==> src/rtl/sbd_pkg.sv <==
package sbd_pkg;

  // decoder phases
  typedef enum logic [2:0] {
    ST_PFX,
    ST_CNT,
    ST_LOC,
    ST_RAW,
    ST_OUT
  } sbd_state_e;

  // operations applied to the block register
  typedef enum logic [2:0] {
    OP_HOLD,
    OP_ZERO,
    OP_ONES,
    OP_CLR,
    OP_SET,
    OP_RAW
  } sbd_op_e;

endpackage

==> src/rtl/sbd_field.sv <==
module sbd_field #(
  parameter int FLD_W = 4
) (
  input  logic             clk,
  input  logic             rst_n,
  input  logic             shift_en,
  input  logic             in_bit,
  output logic [FLD_W-1:0] fld_nx
);

  logic [FLD_W-2:0] fld_q;
  logic [FLD_W-2:0] fld_d;

  assign fld_nx = {fld_q, in_bit};

  always_comb begin
    fld_d = fld_q;
    if (shift_en) fld_d = fld_nx[FLD_W-2:0];
  end

  always_ff @(posedge clk or negedge rst_n) begin
    if (!rst_n) begin
      fld_q <= '0;
    end else if (shift_en) begin
      fld_q <= fld_d;
    end
  end

endmodule

==> src/rtl/sbd_blk_reg.sv <==
module sbd_blk_reg
  import sbd_pkg::*;
#(
  parameter int BLK_W = 8,
  parameter int LOC_W = $clog2(BLK_W)
) (
  input  logic             clk,
  input  logic             rst_n,
  input  sbd_op_e          op,
  input  logic [LOC_W-1:0] loc,
  input  logic [LOC_W-1:0] idx,
  input  logic             in_bit,
  output logic [BLK_W-1:0] blk_q
);

  logic [BLK_W-1:0] blk_d;
  logic             blk_en;

  assign blk_en = (op != OP_HOLD);

  for (genvar g = 0; g < BLK_W; g++) begin : g_bit
    always_comb begin
      unique case (op)
        OP_ZERO, OP_CLR: blk_d[g] = 1'b0;
        OP_ONES:         blk_d[g] = 1'b1;
        OP_SET:          blk_d[g] = (loc == LOC_W'(g)) ? 1'b1 : blk_q[g];
        OP_RAW:          blk_d[g] = (idx == LOC_W'(g)) ? in_bit : blk_q[g];
        default:         blk_d[g] = blk_q[g];
      endcase
    end
  end

  always_ff @(posedge clk or negedge rst_n) begin
    if (!rst_n) begin
      blk_q <= '0;
    end else if (blk_en) begin
      blk_q <= blk_d;
    end
  end

endmodule

==> src/rtl/sbd_fsm.sv <==
module sbd_fsm
  import sbd_pkg::*;
#(
  parameter int BLK_W = 8,
  parameter int LOC_W = $clog2(BLK_W),
  parameter int CNT_W = $clog2(BLK_W + 1)
) (
  input  logic             clk,
  input  logic             rst_n,
  input  logic             in_valid,
  input  logic             in_bit,
  input  logic             blk_ready,
  input  logic [CNT_W-1:0] fld_nx,
  output logic             in_ready,
  output logic             blk_valid,
  output logic             fld_shift,
  output sbd_op_e          op,
  output logic [LOC_W-1:0] idx
);

  localparam logic [CNT_W-1:0] ONE      = CNT_W'(1);
  localparam logic [CNT_W-1:0] TWO      = CNT_W'(2);
  localparam logic [CNT_W-1:0] CNT_LAST = CNT_W'(CNT_W - 1);
  localparam logic [CNT_W-1:0] LOC_LAST = CNT_W'(LOC_W - 1);
  localparam logic [CNT_W-1:0] RAW_LAST = CNT_W'(BLK_W - 1);

  sbd_state_e       st_q, st_d;
  logic [CNT_W-1:0] cnt_q, cnt_d;
  logic [CNT_W-1:0] rem_q, rem_d;
  logic             take;
  logic             st_en;

  assign in_ready  = (st_q != ST_OUT);
  assign blk_valid = (st_q == ST_OUT);
  assign take      = in_valid && in_ready;
  assign fld_shift = take && ((st_q == ST_CNT) || (st_q == ST_LOC));
  assign idx       = cnt_q[LOC_W-1:0];
  assign st_en     = take || (blk_valid && blk_ready);

  always_comb begin
    st_d  = st_q;
    cnt_d = cnt_q;
    rem_d = rem_q;
    op    = OP_HOLD;
    unique case (st_q)
      ST_PFX: begin
        if (take) begin
          if (!in_bit) begin
            cnt_d = '0;
            if (cnt_q == '0) begin
              op   = OP_ZERO;
              st_d = ST_OUT;
            end else if (cnt_q == ONE) begin
              op   = OP_ONES;
              st_d = ST_OUT;
            end else begin
              op   = OP_CLR;
              st_d = ST_CNT;
            end
          end else if (cnt_q == TWO) begin
            cnt_d = '0;
            st_d  = ST_RAW;
          end else begin
            cnt_d = cnt_q + ONE;
          end
        end
      end
      ST_CNT: begin
        if (take) begin
          if (cnt_q == CNT_LAST) begin
            cnt_d = '0;
            rem_d = fld_nx;
            st_d  = (fld_nx == '0) ? ST_OUT : ST_LOC;
          end else begin
            cnt_d = cnt_q + ONE;
          end
        end
      end
      ST_LOC: begin
        if (take) begin
          if (cnt_q == LOC_LAST) begin
            op    = OP_SET;
            cnt_d = '0;
            rem_d = rem_q - ONE;
            if (rem_q == ONE) st_d = ST_OUT;
          end else begin
            cnt_d = cnt_q + ONE;
          end
        end
      end
      ST_RAW: begin
        if (take) begin
          op = OP_RAW;
          if (cnt_q == RAW_LAST) begin
            cnt_d = '0;
            st_d  = ST_OUT;
          end else begin
            cnt_d = cnt_q + ONE;
          end
        end
      end
      ST_OUT: begin
        if (blk_ready) st_d = ST_PFX;
      end
      default: st_d = ST_PFX;
    endcase
  end

  always_ff @(posedge clk or negedge rst_n) begin
    if (!rst_n) begin
      st_q  <= ST_PFX;
      cnt_q <= '0;
      rem_q <= '0;
    end else if (st_en) begin
      st_q  <= st_d;
      cnt_q <= cnt_d;
      rem_q <= rem_d;
    end
  end

endmodule

==> src/rtl/sparse_blk_decomp.sv <==
module sparse_blk_decomp
  import sbd_pkg::*;
#(
  parameter int BLK_W = 8
) (
  input  logic             clk,
  input  logic             rst_n,
  input  logic             in_valid,
  input  logic             in_bit,
  output logic             in_ready,
  output logic             blk_valid,
  input  logic             blk_ready,
  output logic [BLK_W-1:0] blk_data
);

  localparam int LOC_W = $clog2(BLK_W);
  localparam int CNT_W = $clog2(BLK_W + 1);

  logic [CNT_W-1:0] fld_nx;
  logic             fld_shift;
  logic [LOC_W-1:0] idx;
  sbd_op_e          op;

  sbd_fsm #(
    .BLK_W(BLK_W),
    .LOC_W(LOC_W),
    .CNT_W(CNT_W)
  ) i_fsm (
    .clk      (clk),
    .rst_n    (rst_n),
    .in_valid (in_valid),
    .in_bit   (in_bit),
    .blk_ready(blk_ready),
    .fld_nx   (fld_nx),
    .in_ready (in_ready),
    .blk_valid(blk_valid),
    .fld_shift(fld_shift),
    .op       (op),
    .idx      (idx)
  );

  sbd_field #(
    .FLD_W(CNT_W)
  ) i_field (
    .clk     (clk),
    .rst_n   (rst_n),
    .shift_en(fld_shift),
    .in_bit  (in_bit),
    .fld_nx  (fld_nx)
  );

  sbd_blk_reg #(
    .BLK_W(BLK_W),
    .LOC_W(LOC_W)
  ) i_blk (
    .clk   (clk),
    .rst_n (rst_n),
    .op    (op),
    .loc   (fld_nx[LOC_W-1:0]),
    .idx   (idx),
    .in_bit(in_bit),
    .blk_q (blk_data)
  );

endmodule

==> config.mk <==
export PLATFORM = sky130hd
export DESIGN_NAME = sparse_blk_decomp
export DESIGN_NICKNAME = d
export VERILOG_FILES = /design/src/rtl/sbd_pkg.sv /design/src/rtl/sbd_field.sv /design/src/rtl/sbd_blk_reg.sv /design/src/rtl/sbd_fsm.sv /design/src/rtl/sparse_blk_decomp.sv
export SDC_FILE = /design/constraint.sdc
export NUM_CORES = 1
export LEC_CHECK = 0
export BUFFER_PORTS_ARGS = -buffer_cell sky130_fd_sc_hd__buf_2
export CORE_ASPECT_RATIO = 1.4
export CORE_UTILIZATION = 53
export CTS_BUF_LIST = sky130_fd_sc_hd__clkbuf_4 sky130_fd_sc_hd__clkbuf_8
export DETAILED_ROUTE_END_ITERATION = 8
export HOLD_SLACK_MARGIN = 0.1
export PLACE_DENSITY_LB_ADDON = 0.2
export SLEW_MARGIN = 40
export SYNTH_ARGS = -nofsm -noshare
export SYNTH_HDL_FRONTEND = slang
export SYNTH_SLANG_ARGS = --single-unit
==> constraint.sdc <==
create_clock -name clk -period 5.45 [get_ports clk]
set_clock_uncertainty 0.2 [all_clocks]
set_input_delay 0 -clock clk [delete_from_list [all_inputs] [get_ports clk]]
set_output_delay 0 -clock clk [all_outputs]
set_load 0.01 [all_outputs]
==> results.md, run 1 <==
* CP max-delay cell: or4_1
* Clk buf depth at 2
* Worst hold path type: primary input to async pin
* Syn Inst Count at 168
* Hold Fails Final Rpt at 0
* Layout cells sized above 1 at 22.9%
* ANT nets after route at 0
* CP peak stage delay at 0.58 ns
* Worst R2R End: i_blk.blk_q[2]
* Actual slew at the worst max-slew pin at 0.693 ns
* Mapped Avg Cell Area at 9.20 um^2
* Clock-pin slew on the worst setup and hold paths at 0.13 ns
* Area grow syn2layout at 9.07%
* Synth warn at 0
* Placement Cell Area at 0.00161 mm^2
* Clock root buffer: clkbuf_4
* FF-to-FF Start: i_fsm.cnt_q[0]
* Synthesized cell area at 0.00155 mm^2
* Asr flop ratio synth at 100%
* Sequential-to-total area share from yosys stat at 35.6%
* Die Y at 65.9 um
* RSZ-0062 raised after global routing: false
* PD cells at 525 mW/mm^2
* DR vias/cell at 6.04
* Vias in the first global route at 1,195
* Peak supply drop at 0.356 mV
* WL final at 3.14 mm
* DPL Wire Length at 2.30 mm
* XOR/XNOR Fraction of Synth Area at 1.13%
* Crit end category: register
* Final Wtd Congestion at 0.926
* Final Critical Period at 2.76 ns
* Routed via count at 1,299
* PostCTS Resize Cnt at 0
* Rows at 22
* CTS tree: yes
* Syn_nets at 181
* Crit Path Category: register to register
* Critical path cell sequence: inv_1 > ha_1 > or3b_4 > or4_1 > nor4b_4 > o21bai_1 > mux2_4
* Post-synthesis mux area share at 11.8%
* Max cap viols at 0
* IO Port Bufs at 14
* Largest family of logic cells by synthesized area: simple AND/OR/NAND/NOR gates
* Critical path origin: i_fsm.cnt_q[0]
* Residual DRC at 0
* Fin Setup TNS at 0 ns
* Fmax at 0.363 GHz
* Outcome: finished clean
* First-pass GRT wire length at 5.29 mm
* Worst reg-to-reg setup slack at 2.69 ns
* CP endpoint: i_blk.blk_q[2]
* Number of synthesized flops with an enable pin at 0
* Initial antenna violation count at 0
* Simple-gate share of the synthesized area at 22.5%
* Worst Path Required at 5.47 ns
* Setup-failing EPs final at 0
* Final Cell Area at 0.00169 mm^2
* Gr usage total at 23.4%
* Core Box Area at 0.00270 mm^2
* Gr ovfl total at 0
* Slew Viols, Final at 0
* Post-synthesis compound-gate area fraction at 17.7%
* Worst Setup Start Kind: register
* Leakage dissipation at 0.756 nW
* TritonCTS Sinks at 22
* R2r worst-path depth at 7
* Max-slew headroom at 53.7%
* I/O pin total at 15
* Chip width at 47.6 um
* Initial DRC Count at 54
* Tcrit/Tclk final at 50.6%
* Worst EP arrival at 2.78 ns
* DIE AREA at 0.00314 mm^2
* TritonCTS buffer count at 3
* # diodes at 0
* DR pass1 iterations at 4
* WL/cell at 14.6 um
* Critical path fanouts, max at 6
* Largest net degree at the start of global routing at 23
* Yosys reg bits at 22
* Nets at 193
* Clk Latency, worst-skew pair at 0.32 ns
* Synth Area in Adders at 6.48%
* Synth cell types at 42
* Initial core utilization at 57.3%
* Prevailing post-synth register cell: dfrtp_1
* Number of H-tree levels at 1
==> cell usage after synthesis (all sizes together), types with 4 or more instances <==
library cell	number	area, um^2
dfrtp	22	551
a21oi	19	95.1
mux2	15	173
nor2	9	33.8
ha	8	100
nand2	8	30.0
clkbuf	7	26.3
inv	7	26.3
nand3	7	35.0
o21ai	6	30.0
nor3	5	25.0
buf	4	20.0
nor2b	4	25.0
==> report_power, final <==
part	internal, W	switching [W]
sequential	0.000235	0.000113
clock	0.0000409	0.0000516
combinational	0.000218	0.000226
total	0.000493	0.000391
==> sequential cells by signal (all words and copies together) (netlist names) <==
register / flops
i_fsm.st_q: 3
i_blk.blk_q: 8
i_fsm.cnt_q: 4
i_fsm.rem_q: 4
i_field.fld_q: 3
==> metal layers <==
layer | wire [um] | vias up | global-route usage (%)
li1 | - | 634 | -
met1 | 1320 | 619 | 28.1
met2 | 1640 | 39 | 40.6
met3 | 109 | 7 | 1.64
met4 | 66 | 0 | 10.8
met5 | 0 | - | 0
==> cells in the final DEF (no fill, tap or decap), types with 2 or more instances in the layout <==
cell type,instances
nor3b_1,2
buf_2,15
clkbuf_4,3
or3b_2,2
dlygate4sd3_1,3
nand3b_1,2
xnor2_1,2
a21o_1,3
nor4_1,3
nand2_1,8
ha_1,8
a31oi_1,3
o211ai_1,3
mux2_2,14
a211oi_1,2
nand2b_1,2
a21oi_1,19
o21bai_1,3
nor2b_1,4
inv_1,7
o21ai_0,6
nand3_1,7
or2_2,2
or3_1,3
dfrtp_1,22
nor2_1,9
nor3_1,5
==> worst min path at each step <==
stage	start	slack, ns	endpoint	depth (start not counted)
finish	rst_n	0.04	i_fsm.rem_q[0]	3
global route	rst_n	0.13	i_field.fld_q[0]	3
global placement	rst_n	-0.21	i_fsm.st_q[0]	1
CTS	blk_ready	0.13	i_fsm.rem_q[2]	4
detailed placement	rst_n	-0.20	i_fsm.st_q[1]	1
floorplan	rst_n	-0.50	i_blk.blk_q[0]	0
==> through the flow <==
| step | hold WS, ns | std cells | total power, W | worst slack (ns) | utilization, % |
|---|---|---|---|---|---|
| after detailed placement | -0.204 | 207 | 0.000793 | 2.71 | 59.8 |
| after global placement | -0.214 | 207 | 0.000774 | 2.81 | 59.8 |
| after global routing | 0.133 | 215 | 0.000965 | 2.57 | 62.5 |
| final | 0.0437 | 215 | 0.000884 | 2.69 | 62.5 |
| after CTS | 0.128 | 215 | 0.000889 | 2.70 | 62.7 |
| after floorplan | -0.496 | 168 | 0.000685 | 2.90 | - |
==> critical path, delay by kind of cell, from the launching register on <==
kind | cells | cell delay (ns)
AO/OA/AOI/OAI | 1 | 0.11
adder cells (fa/ha/maj) | 1 | 0.24
buffers and inverters | 1 | 0.12
flip-flops | 1 | 0.43
multiplexers | 1 | 0.31
AND/OR/NAND/NOR | 3 | 1.26
==> final cells by class <==
type                            count  area, um^2
Inverter                            7        26.3
Sequential cell                    22         551
Fill cell                         248        1010
Tap cell                           36        45.0
Multi-Input combinational cell    128         922
Clock buffer                        4        36.3
Timing Repair Buffer               18         105
==> cells by family (layout without fill, tap and decap cells) <==
family          after synthesis  in the layout
compound gates               45             45
xor+xnor                      2              2
fa+ha+maj                     8              8
buf+inv                      18             29
flops                        22             22
mux                          16             16
simple gates                 57             57
==> repair_timing <==
item                       4_1_cts  5_1_grt
buffers inserted                 0        0
hold endpoints to repair        26        0
hold buffers                     4        0
setup endpoints to repair        0        0
Power figures use the tool's default switching activity.
==> run 2: changes to the inputs <==
- clock period: 5.45 -> 2.7 ns (I/O delays scaled with it)
==> run 2 against run 1 <==
Sequential share of layout area down 1.3 points. Sequential power up 87%. Utilization up 2.7 points. Non-clock buffer count up 7. Combinational power up 130%. Via count up 2.7%. Design area up 4.3%. Wire length up 8.6%. First-iteration DRC count down 11%. Setup slack worse by 2.5 ns. Power up 120%. Critical endpoint unchanged. Largest power group unchanged.
==> results.md, run 2 (synthesis gave the netlist of run 1 again) <==
* Number of H-tree levels at 1 (unchanged)
* Largest net degree at the start of global routing at 23 (unchanged)
* Tcrit/Tclk final at 93.6% (was 50.6%)
* Clk buf depth at 2 (unchanged)
* WL final at 3.41 mm (was 3.14 mm)
* Critical path fanouts, max at 6 (unchanged)
* Area grow syn2layout at 13.8% (was 9.07%)
* Worst Path Required at 2.74 ns (was 5.47 ns)
* Setup-failing EPs final at 0 (unchanged)
* Actual slew at the worst max-slew pin at 0.518 ns (was 0.693 ns)
* Final Critical Period at 2.53 ns (was 2.76 ns)
* Clock root buffer: clkbuf_4 (unchanged)
* TritonCTS Sinks at 22 (unchanged)
* Fmax at 0.396 GHz (was 0.363 GHz)
* Biggest regs: i_blk.blk_q: 8 flops, i_fsm.cnt_q: 4 flops, i_fsm.rem_q: 4 flops (unchanged)
* Rows at 22 (unchanged)
* Die Y at 65.9 um (unchanged)
* Commonest non-fill, non-tap cells in the layout: dfrtp_1, a21oi_1, buf_2 (unchanged)
* Layout cells sized above 1 at 26.3% (was 22.9%)
* Leakage dissipation at 0.801 nW (was 0.756 nW)
* ANT nets after route at 0 (unchanged)
* Max-slew headroom at 65.4% (was 53.7%)
* PD cells at 1100 mW/mm^2 (was 525 mW/mm^2)
* Worst Setup Start Kind: register (unchanged)
* Routed via count at 1,334 (was 1,299)
* WL/cell at 15.4 um (was 14.6 um)
* Clk Latency, worst-skew pair at 0.34 ns (was 0.32 ns)
* Register area at 551 um^2 (unchanged)
* RSZ-0062 raised after global routing: false (unchanged)
* Post-CTS setup buffers at 0 (unchanged)
* DR pass1 iterations at 4 (unchanged)
* Worst hold path type: primary input to async pin (unchanged)
* Core Box Area at 0.00270 mm^2 (unchanged)
* Hold Fails Final Rpt at 0 (unchanged)
* Fin Setup TNS at 0 ns (unchanged)
* First-pass GRT wire length at 5.67 mm (was 5.29 mm)
* Max cap viols at 0 (unchanged)
* Chip width at 47.6 um (unchanged)
* Peak supply drop at 0.722 mV (was 0.356 mV)
* Initial core utilization at 57.3% (unchanged)
* Nets at 200 (was 193)
* Worst reg-to-reg setup slack at 0.17 ns (was 2.69 ns)
* Slew Viols, Final at 0 (unchanged)
* # diodes at 0 (unchanged)
* Outcome: finished clean (unchanged)
* Final hold slack at 0.0360 ns (was 0.0437 ns)
* Worst EP arrival at 2.57 ns (was 2.78 ns)
* R2r worst-path depth at 7 (unchanged)
* Top reg by flops: i_blk.blk_q (unchanged)
* Area of the multi-input gates at 926 um^2 (was 922 um^2)
* Gr usage total at 25.1% (was 23.4%)
* Gr ovfl total at 0 (unchanged)
* Placement Cell Area at 0.00167 mm^2 (was 0.00161 mm^2)
* Most common cell after layout, fill and taps aside: dfrtp_1 (unchanged)
* IO Port Bufs at 14 (unchanged)
* Final Wtd Congestion at 0.918 (was 0.926)
* Final Cell Area at 0.00176 mm^2 (was 0.00169 mm^2)
* CTS tree: yes (unchanged)
* DIE AREA at 0.00314 mm^2 (unchanged)
* FF-to-FF Start: i_fsm.cnt_q[0] (unchanged)
* Residual DRC at 0 (unchanged)
* Crit Path Category: register to register (unchanged)
* I/O pin total at 15 (unchanged)
* DR vias/cell at 6.01 (was 6.04)
* Max reg flops at 8 (unchanged)
* Vias in the first global route at 1,306 (was 1,195)
* Initial DRC Count at 48 (was 54)
* Clock-pin slew on the worst setup and hold paths at 0.13 ns (about the same)
* FILL cells at 265 (was 248)
* Initial antenna violation count at 0 (unchanged)
* Worst R2R End: i_blk.blk_q[2] (unchanged)
* DPL Wire Length at 2.42 mm (was 2.30 mm)
* TritonCTS buffer count at 3 (unchanged)
* Crit end category: register (unchanged)
-- run 2: cell count changes in the layout (fill, tap and decap cells not counted), sizes merged --
cell,change
buf,+7
bufinv,+1
clkbuf,-1
-- run 2: metrics by stage --
| step | instances | worst slack [ns] | power, W | utilization [%] |
|---|---|---|---|---|
| after floorplan | 168 | 0.154 | 0.00138 | - |
| after CTS | 222 | 0.0780 | 0.00194 | 65.2 |
| after global routing | 222 | 0.0752 | 0.00210 | 65.2 |
| final | 222 | 0.173 | 0.00194 | 65.2 |
| after detailed placement | 214 | 0.0922 | 0.00166 | 61.8 |
| after global placement | 214 | 0.132 | 0.00162 | 61.8 |
-- run 2: critical path, stage by stage, from the launching register on --
cell and delay (ns):
dfrtp_1 0.43, inv_1 0.11, ha_1 0.17, or3b_4 0.40
or4_4 0.48, nor4b_4 0.23, o21bai_1 0.10, mux2_4 0.31
-- run 2: worst max path at each step --
stage,from,to,slack (ns),depth (start not counted)
2_1_floorplan,i_fsm.cnt_q[0],i_blk.blk_q[2],0.15,8
3_3_place_gp,i_fsm.cnt_q[0],i_blk.blk_q[2],0.13,7
3_5_place_dp,i_fsm.cnt_q[0],i_blk.blk_q[2],0.09,7
4_1_cts,i_fsm.cnt_q[0],i_blk.blk_q[2],0.08,7
5_1_grt,i_fsm.cnt_q[0],i_blk.blk_q[2],0.08,7
6_report,i_fsm.cnt_q[0],i_blk.blk_q[2],0.17,7
-- run 2: area by class of cell --
cell class	count	share of cell area, %
sequential	22	31.3
tap	36	2.56
inverter	7	1.49
clock inverter	1	1.71
timing repair buffer	25	8.97
multi-input combinational	128	52.7
clock buffer	3	1.28
-- run 2: power by group --
part / internal (W) / switching [W] / total (W)
combinational: 0.000486 / 0.000536 / 0.00102
clock: 0.000151 / 0.000118 / 0.000269
sequential: 0.000474 / 0.000177 / 0.000651
-- run 2: timing repair --
| action | in CTS | in global routing |
|---|---|---|
| hold endpoints to repair | 31 | 0 |
| gates resized for setup | 0 | 1 |
| hold buffers | 4 | 0 |
| setup endpoints to repair | 0 | 3 |
-- run 2: layer usage --
| metal | up-vias | wire, um | GRT usage (%) |
|---|---|---|---|
| met2 | 29 | 1810 | 44.7 |
| met3 | 5 | 94 | 3.28 |
| li1 | 649 | - | - |
| met4 | 0 | 51 | 8.33 |
| met1 | 651 | 1450 | 29.3 |
| met5 | - | 0 | 0 |
==> run 3: changes to the inputs <==
- CORE_ASPECT_RATIO: 1.4 -> 0.75
- SETUP_SLACK_MARGIN: not set -> 0.2
==> run 3 against run 2 <==
Power rose by 8.8%. First-iteration DRC count rose by 88%. Clock power rose by 16%. Largest power group unchanged. Wire length rose by 8.1%. Register-to-register slack improved by 0.06 ns. Critical endpoint unchanged. Maximum frequency rose by 2.3%. Non-clock buffer count rose by 4. Critical path depth did not move. Via count rose by 4.3%. Clock-buffer cell count did not move.
==> results.md, run 3 (synthesis gave the netlist of run 1 again) <==
* Outcome: finished clean (unchanged)
* WL final at 3.69 mm (was 3.41 mm)
* Leakage dissipation at 0.838 nW (was 0.801 nW)
* Most common cell after layout, fill and taps aside: dfrtp_1 (unchanged)
* Clock root buffer: clkbuf_8 (was clkbuf_4)
* Nets at 204 (was 200)
* Critical path fanouts, max at 6 (unchanged)
* Crit Path Category: register to register (unchanged)
* DR pass1 iterations at 5 (was 4)
* Max cap viols at 0 (unchanged)
* DPL Wire Length at 2.52 mm (was 2.42 mm)
* Peak supply drop at 0.616 mV (was 0.722 mV)
* Vias in the first global route at 1,351 (was 1,306)
* Worst Setup Start Kind: register (unchanged)
* Placement Cell Area at 0.00166 mm^2 (was 0.00167 mm^2)
* Hold Fails Final Rpt at 0 (unchanged)
* Final Wtd Congestion at 0.896 (was 0.918)
* I/O pin total at 15 (unchanged)
* Area grow syn2layout at 20.3% (was 13.8%)
* Initial antenna violation count at 0 (unchanged)
* Fin cells at 226 (was 222)
* Fin Setup TNS at 0 ns (unchanged)
* DIE AREA at 0.00314 mm^2 (about the same)
* WL/cell at 16.3 um (was 15.4 um)
* Largest net degree at the start of global routing at 23 (unchanged)
* DR vias/cell at 6.16 (was 6.01)
* Final Critical Period at 2.47 ns (was 2.53 ns)
* Worst EP arrival at 2.44 ns (was 2.57 ns)
* Setup-failing EPs final at 0 (unchanged)
* Tcrit/Tclk final at 91.5% (was 93.6%)
* Core Box Area at 0.00268 mm^2 (was 0.00270 mm^2)
* Worst Path Required at 2.67 ns (was 2.74 ns)
* Max-slew headroom at 62.3% (was 65.4%)
* Final hold slack at 0.114 ns (was 0.0360 ns)
* Fmax at 0.405 GHz (was 0.396 GHz)
* Clock-pin slew on the worst setup and hold paths at 0.08 ns (was 0.13 ns)
* Routed via count at 1,392 (was 1,334)
* Max reg flops at 8 (unchanged)
* # diodes at 0 (unchanged)
* First-pass GRT wire length at 6.38 mm (was 5.67 mm)
* Residual DRC at 0 (unchanged)
* Rows at 16 (was 22)
* Crit end category: register (unchanged)
* TritonCTS buffer count at 3 (unchanged)
* PD cells at 1140 mW/mm^2 (was 1100 mW/mm^2)
* Gr usage total at 26.9% (was 25.1%)
* Worst hold path type: primary input to async pin (unchanged)
* Number of H-tree levels at 1 (unchanged)
* TritonCTS Sinks at 22 (unchanged)
* Chip width at 64.4 um (was 47.6 um)
* Layout cells sized above 1 at 30.5% (was 26.3%)
* Placed cells at 211 (was 214)
* IO Port Bufs at 14 (unchanged)
* Gr ovfl total at 0 (unchanged)
* RSZ-0062 raised after global routing: true (was false)
* Commonest non-fill, non-tap cells in the layout: dfrtp_1, a21oi_1, buf_2 (unchanged)
* Clk buf depth at 2 (unchanged)
* ANT nets after route at 0 (unchanged)
* Initial core utilization at 57.6% (was 57.3%)
* Initial DRC Count at 90 (was 48)
* Biggest regs: i_blk.blk_q: 8 flops, i_fsm.cnt_q: 4 flops, i_fsm.rem_q: 4 flops (unchanged)
* Actual slew at the worst max-slew pin at 0.561 ns (was 0.518 ns)
* Clk Latency, worst-skew pair at 0.27 ns (was 0.34 ns)
* Final Cell Area at 0.00186 mm^2 (was 0.00176 mm^2)
* Top reg by flops: i_blk.blk_q (unchanged)
* Slew Viols, Final at 0 (unchanged)
* Die Y at 48.8 um (was 65.9 um)
* CTS tree: yes (unchanged)
-- run 3: worst paths after layout --
kind                                     start              to  slack (ns)  depth (start not counted)
min in group clk                     blk_ready   i_fsm.st_q[0]        0.22                          5
worst max register to register  i_fsm.cnt_q[0]  i_blk.blk_q[2]        0.23                          7
max in group asynchronous                rst_n  i_blk.blk_q[6]        1.85                          3
worst max-delay path            i_fsm.cnt_q[0]  i_blk.blk_q[2]        0.23                          7
worst min register to register  i_blk.blk_q[6]  i_blk.blk_q[6]        0.30                          1
worst min-delay path                     rst_n  i_fsm.rem_q[1]        0.11                          3
-- run 3: critical path: stages (launching register included) --
cell and delay (ns):
dfrtp_1 0.39, inv_2 0.09, ha_4 0.15, or3b_4 0.39, or4_4 0.51, nor4b_4 0.23
o21bai_1 0.10, mux2_4 0.31
-- run 3: cell type report --
| cell class | count | area, um^2 |
|---|---|---|
| Fill cell | 221 | 823 |
| Tap cell | 36 | 45.0 |
| Clock inverter | 1 | 30.0 |
| Multi-Input combinational cell | 128 | 978 |
| Inverter | 7 | 26.3 |
| Clock buffer | 3 | 41.3 |
| Timing Repair Buffer | 29 | 188 |
| Sequential cell | 22 | 551 |
-- run 3: stage by stage --
stage	util (%)	power, W	setup WS (ns)
after detailed placement	61.8	0.00166	0.0658
after floorplan	-	0.00140	0.222
after CTS	66.3	0.00200	0.222
after global routing	69.3	0.00228	0.174
final	69.3	0.00211	0.230
after global placement	61.8	0.00162	0.143
-- run 3: where the power goes --
part / total [W] / switching, W / internal, W
Clock: 0.000313 / 0.000114 / 0.000198
Combinational: 0.00112 / 0.000576 / 0.000545
Sequential: 0.000678 / 0.000202 / 0.000475
-- run 3: layer usage --
metal | track usage [%] | vias up | part of all wire [%]
met5 | 0 | - | 0
met4 | 9.63 | 0 | 1.9
met3 | 6.13 | 11 | 6.9
met2 | 40.4 | 63 | 45
met1 | 37.8 | 662 | 46
li1 | - | 656 | -
-- run 3: what timing repair did --
item | in CTS | in global routing
buffers inserted | 1 | 6
pin swaps | 0 | 2
hold buffers | 4 | 0
resized for setup | 1 | 6
hold endpoints to repair | 27 | 0
setup endpoints to repair | 8 | 9
